### src/rtl/acl_pkg.sv
// Package: shared widths, field positions and the decoded-step record
// for the accumulator-link operate unit.
package acl_pkg;
    localparam int AC_W   = 12;
    localparam int WORD_W = 12;
    localparam int RING_W = AC_W + 1;

    // Bit positions of the step enables inside the instruction word.
    localparam int B_CLR_AC   = 7;
    localparam int B_CLR_LK   = 6;
    localparam int B_CMP_AC   = 5;
    localparam int B_CMP_LK   = 4;
    localparam int B_ROT_R    = 3;
    localparam int B_ROT_L    = 2;
    localparam int B_DOUBLE   = 1;
    localparam int B_INC      = 0;
    localparam int B_GROUPSEL = 8;

    // Decoded step enables, valid only when member is set.
    typedef struct packed {
        logic member;
        logic clr_ac;
        logic clr_lk;
        logic cmp_ac;
        logic cmp_lk;
        logic inc;
        logic rot_r;
        logic rot_l;
        logic twice;
    } acl_steps_t;
endpackage

### src/rtl/acl_decode.sv
// Module: acl_decode
// Splits an instruction word into the step enables. Assumes the
// opcode field is the top three bits and that bit 8 chooses this
// operate group when 0. Every enable is forced off for non-members.
module acl_decode
    import acl_pkg::*;
(
    input  logic [WORD_W-1:0] instr,
    output acl_steps_t        steps
);
    localparam logic [2:0] OPC_OPERATE = 3'b111;

    logic is_member;

    // Membership test on opcode field and group select bit.
    always_comb begin
        is_member = (instr[WORD_W-1:WORD_W-3] == OPC_OPERATE) && !instr[B_GROUPSEL];
    end

    // Gate every enable with membership.
    always_comb begin
        steps.member = is_member;
        steps.clr_ac = is_member & instr[B_CLR_AC];
        steps.clr_lk = is_member & instr[B_CLR_LK];
        steps.cmp_ac = is_member & instr[B_CMP_AC];
        steps.cmp_lk = is_member & instr[B_CMP_LK];
        steps.inc    = is_member & instr[B_INC];
        steps.rot_r  = is_member & instr[B_ROT_R];
        steps.rot_l  = is_member & instr[B_ROT_L];
        steps.twice  = is_member & instr[B_DOUBLE];
    end
endmodule

### src/rtl/acl_arith.sv
// Module: acl_arith
// Runs the clear, complement and increment steps in that order and
// produces the 13-bit ring {link, ac} that the rotate stage consumes.
// Assumes enables are already gated by membership.
module acl_arith
    import acl_pkg::*;
#(
    parameter int W = AC_W
) (
    input  logic         clr_ac,
    input  logic         clr_lk,
    input  logic         cmp_ac,
    input  logic         cmp_lk,
    input  logic         inc,
    input  logic [W-1:0] ac_in,
    input  logic         link_in,
    output logic [W:0]   ring_out
);
    logic [W-1:0] ac_clr, ac_cmp;
    logic         lk_clr, lk_cmp;
    logic [W:0]   sum;
    logic [W-1:0] ac_inc;
    logic         lk_inc;

    // Step 1: clears.
    always_comb begin
        ac_clr = clr_ac ? '0 : ac_in;
        lk_clr = clr_lk ? 1'b0 : link_in;
    end

    // Step 2: complements act on the cleared values.
    always_comb begin
        ac_cmp = cmp_ac ? ~ac_clr : ac_clr;
        lk_cmp = cmp_lk ? ~lk_clr : lk_clr;
    end

    // Step 3: increment; carry out of the MSB toggles the link.
    always_comb begin
        sum    = {1'b0, ac_cmp} + {{W{1'b0}}, inc};
        ac_inc = sum[W-1:0];
        lk_inc = lk_cmp ^ sum[W];
    end

    // Pack the ring with the link above the accumulator MSB.
    always_comb begin
        ring_out = {lk_inc, ac_inc};
    end
endmodule

### src/rtl/acl_rotate.sv
// Module: acl_rotate
// Rotates the {link, ac} ring by one or two places. Built as a chain of
// single-place stages; stage 0 runs for any rotate, later stages only
// when the doubling bit is set. Both direction bits set: no rotation.
module acl_rotate #(
    parameter int RW    = 13,
    parameter int STAGES = 2
) (
    input  logic          rot_r,
    input  logic          rot_l,
    input  logic          twice,
    input  logic [RW-1:0] ring_in,
    output logic [RW-1:0] ring_out
);
    logic [RW-1:0] chain [STAGES+1];
    logic          go_r, go_l;

    // Resolve direction; conflicting bits rotate nothing.
    always_comb begin
        go_r = rot_r & ~rot_l;
        go_l = rot_l & ~rot_r;
    end

    // Feed the chain.
    always_comb begin
        chain[0] = ring_in;
    end

    for (genvar k = 0; k < STAGES; k++) begin : g_stage
        logic active;
        // One-place stage, active on first stage or when doubling.
        always_comb begin
            active = (k == 0) ? 1'b1 : twice;
            if (active && go_r)
                chain[k+1] = {chain[k][0], chain[k][RW-1:1]};
            else if (active && go_l)
                chain[k+1] = {chain[k][RW-2:0], chain[k][RW-1]};
            else
                chain[k+1] = chain[k];
        end
    end

    // Drive the result from the end of the chain.
    always_comb begin
        ring_out = chain[STAGES];
    end
endmodule

### src/rtl/acl_operate_unit.sv
// Module: acl_operate_unit
// Top of the accumulator-link operate unit. On start it decodes the
// word, runs the combinational step chain and registers the result;
// done pulses one clock after start. Assumes start is a single-cycle
// strobe. Non-member words pass ac_in/link_in through unchanged.
module acl_operate_unit
    import acl_pkg::*;
(
    input  logic              clk,
    input  logic              rst_n,
    input  logic              start,
    input  logic [WORD_W-1:0] instr,
    input  logic [AC_W-1:0]   ac_in,
    input  logic              link_in,
    output logic [AC_W-1:0]   ac_out,
    output logic              link_out,
    output logic              done
);
    acl_steps_t        steps;
    logic [RING_W-1:0] ring_mid;
    logic [RING_W-1:0] ring_fin;

    acl_decode u_decode (
        .instr (instr),
        .steps (steps)
    );

    acl_arith #(.W(AC_W)) u_arith (
        .clr_ac   (steps.clr_ac),
        .clr_lk   (steps.clr_lk),
        .cmp_ac   (steps.cmp_ac),
        .cmp_lk   (steps.cmp_lk),
        .inc      (steps.inc),
        .ac_in    (ac_in),
        .link_in  (link_in),
        .ring_out (ring_mid)
    );

    acl_rotate #(.RW(RING_W), .STAGES(2)) u_rotate (
        .rot_r    (steps.rot_r),
        .rot_l    (steps.rot_l),
        .twice    (steps.twice),
        .ring_in  (ring_mid),
        .ring_out (ring_fin)
    );

    // Result register: capture on start, hold otherwise.
    always_ff @(posedge clk) begin
        if (!rst_n) begin
            ac_out   <= '0;
            link_out <= 1'b0;
        end else if (start) begin
            ac_out   <= ring_fin[AC_W-1:0];
            link_out <= ring_fin[AC_W];
        end
    end

    // Completion strobe, one clock behind start.
    always_ff @(posedge clk) begin
        if (!rst_n) done <= 1'b0;
        else        done <= start;
    end

    // Guards on the registered interface.
    AST_DONE_FOLLOWS_START: assert property (@(posedge clk) disable iff (!rst_n)
        start |=> done);
    AST_DONE_NEEDS_START: assert property (@(posedge clk) disable iff (!rst_n)
        done |-> $past(start));
    AST_HOLD_WHEN_IDLE: assert property (@(posedge clk) disable iff (!rst_n)
        !start |=> ($stable(ac_out) && $stable(link_out)));
    AST_FOREIGN_PASSTHRU: assert property (@(posedge clk) disable iff (!rst_n)
        (start && !steps.member) |=> (ac_out == $past(ac_in) && link_out == $past(link_in)));
    AST_CLEAR_FILL_ONES: assert property (@(posedge clk) disable iff (!rst_n)
        (start && instr == 12'o7240) |=> (ac_out == 12'o7777));
    AST_SINGLE_RIGHT_LINK: assert property (@(posedge clk) disable iff (!rst_n)
        (start && instr == 12'o7010) |=> (link_out == $past(ac_in[0]) && ac_out[AC_W-1] == $past(link_in)));
endmodule

### config.mk
export PLATFORM = sky130hd
export DESIGN_NAME = acl_operate_unit
export DESIGN_NICKNAME = d
export VERILOG_FILES = /design/src/rtl/acl_pkg.sv /design/src/rtl/acl_decode.sv /design/src/rtl/acl_arith.sv /design/src/rtl/acl_rotate.sv /design/src/rtl/acl_operate_unit.sv
export SDC_FILE = /design/constraint.sdc
export NUM_CORES = 1
export LEC_CHECK = 0
export BUFFER_PORTS_ARGS = -buffer_cell sky130_fd_sc_hd__buf_2
export CORE_MARGIN = 5
export CORE_UTILIZATION = 30
export DETAILED_ROUTE_END_ITERATION = 8
export PLACE_DENSITY = 0.59
export SLEW_MARGIN = 0
export SYNTH_ARGS = -nofsm -noshare
export SYNTH_HDL_FRONTEND = slang
export SYNTH_HIERARCHICAL = 1
export SYNTH_SLANG_ARGS = --single-unit
### constraint.sdc
create_clock -name clk -period 4.9 [get_ports clk]
set_input_delay 0.245 -clock clk [delete_from_list [all_inputs] [get_ports clk]]
set_output_delay 0.245 -clock clk [all_outputs]
set_load 0.01 [all_outputs]
==> reports/metrics.yaml <==
status: "finished clean"
period_needed_ns: 3.81
min_path_type: "input pin to register"
cp.required_ns: 5.09
numCtsBuffers: 3
overflow: 0
crit_path_start: "instr[8]"
setup_viol_count_final: 0
ioPinCount: 42
portBuffers: 41
fin_ws_ns: 1.09
core-area_um2: 6390
placementRows: 29
grt_antenna_before_repair: 0
grt_max_degree: 37
nets: 301
syn_nets: 275
hold_violations: 0
clock-sinks: 14
ant_nets: 0
drt_iter0_drc: 168
fmax_mhz: 263
grt_pass1_wl_um: 7860
pre_cts_ws_ns: 0.848
dieArea_um2: 8320
top_usage_layer: "met1"
drtPass1Iterations: 4
fin_area_um2: 2170
rsz0062_at_grt: "false"
syn_area_per_cell_um2: 8.11
drv_cap: 0
clkLatencyLatePin_ns: 0.24
hold_ws_ns: 0.352
utilization: 0.341
place_congestion: 0.853
h-tree-depth: 1
syn_area_um2: 1980
maxSlewHeadroom: 0.310
vias: 1838
holdCritStartpoint: "rst_n"
use_met1: 0.165
cp-start-kind: "input pin"
clockBufferDepth: 2
layout_commonest_cell: "buf_2"
grt_usage: 0.111
timing.critical_path.cells: "buf_2 > and4b_1 > and2_1 > nand2b_1 > xnor2_1 > ha_1 > ha_1 > and4bb_1 > a32oi_1 > a2111oi_2 > xnor2_1 > mux2i_1 > a211o_1 > o21ai_1 > mux2i_1 > nor2b_1"
cp.arrival_ns: 3.99
route.detailed.drc: 0
drive_above_1_share: 0.212
power_density_nw_per_um2: 168
use_met3: 0.0107
final_cell_mix: "buf_2, nor2b_1, xnor2_1"
r2r-start: "ac_out[10]$_SDFFE_PN0P_"
worstSetupPathType: "input pin to register"
cp_max_fo: 25
p_leak_nw: 0.816
die_h_um: 91.2
grt_use_met2: 0.157
antenna_cells: 0
die_x_um: 91.2
syn_to_final_growth_pct: 9.86
drt-total-wl_um: 4690
cts_tree: "done"
cts_setup_buffers: 0
ir_drop_mv: 0.162
cts-hold-fix-buffers: 0
drv_slew: 0
grt_pass1_vias: 1683
yosys_warnings: 6
period_share: 0.777
tightest_slew_ns: 1.03
cts_root_buf: "clkbuf_8"
ctsResizeCount: 0
path_clk_slew_ns: 0.06
cp-end-kind: "register"
finClkSkew_ns: 0
placed_cell_area_um2: 2120
via_per_inst: 5.31
synthCells: 244
start_util: 0.310
crit_path_top_delay_cell: "and2_1"
hpwl_um: 3580
setup_tns_ns: 0
route.detailed.wl_per_inst_um: 13.5
max_stage_delay_ns: 0.62
## sequential cells by signal, indices dropped and copies added (netlist names)
name / count
ac_out: 12
done: 1
link_out: 1
## report_power, final
part           switching (W)  internal [W]
sequential        0.00000379      0.000122
combinational      0.0000680     0.0000596
clock              0.0000396     0.0000712
total               0.000111      0.000253
## layout make-up
type / count / area (um2)
Multi-Input combinational cell: 206 / 1520
Inverter: 3 / 11.3
Fill cell: 705 / 4210
Tap cell: 77 / 96.3
Timing Repair Buffer: 42 / 213
Clock buffer: 4 / 55.1
Sequential cell: 14 / 280
## stage by stage
stage | instances | total power (W)
after global placement | 342 | 0.000255
after floorplan | 244 | 0.000223
after global routing | 346 | 0.000391
final | 346 | 0.000364
after detailed placement | 342 | 0.000256
after CTS | 346 | 0.000370
## per-layer routing
| metal | up-vias | share of wire |
|---|---|---|
| met1 | 832 | 0.52 |
| met5 | - | 0 |
| met2 | 56 | 0.41 |
| met4 | 0 | 0.022 |
| li1 | 941 | - |
| met3 | 9 | 0.048 |
## worst max-delay path, delay by kind of cell
family                   cells  cell delay [ns]
AND/OR/NAND/NOR              5             1.49
multiplexers                 2             0.24
XOR/XNOR                     2             0.54
buffers and inverters        1             0.09
adder cells (fa/ha/maj)      2             0.43
AO/OA/AOI/OAI                4             0.95
## final timing paths
check | cells after the start | slack (ns) | to
max reg2reg | 2 | 4.30 | ac_out[10]$_SDFFE_PN0P_
min | 2 | 0.35 | ac_out[2]$_SDFFE_PN0P_
min reg2reg | 2 | 0.51 | ac_out[2]$_SDFFE_PN0P_
max | 16 | 1.09 | ac_out[1]$_SDFFE_PN0P_
(Power assumes the default switching activity.)
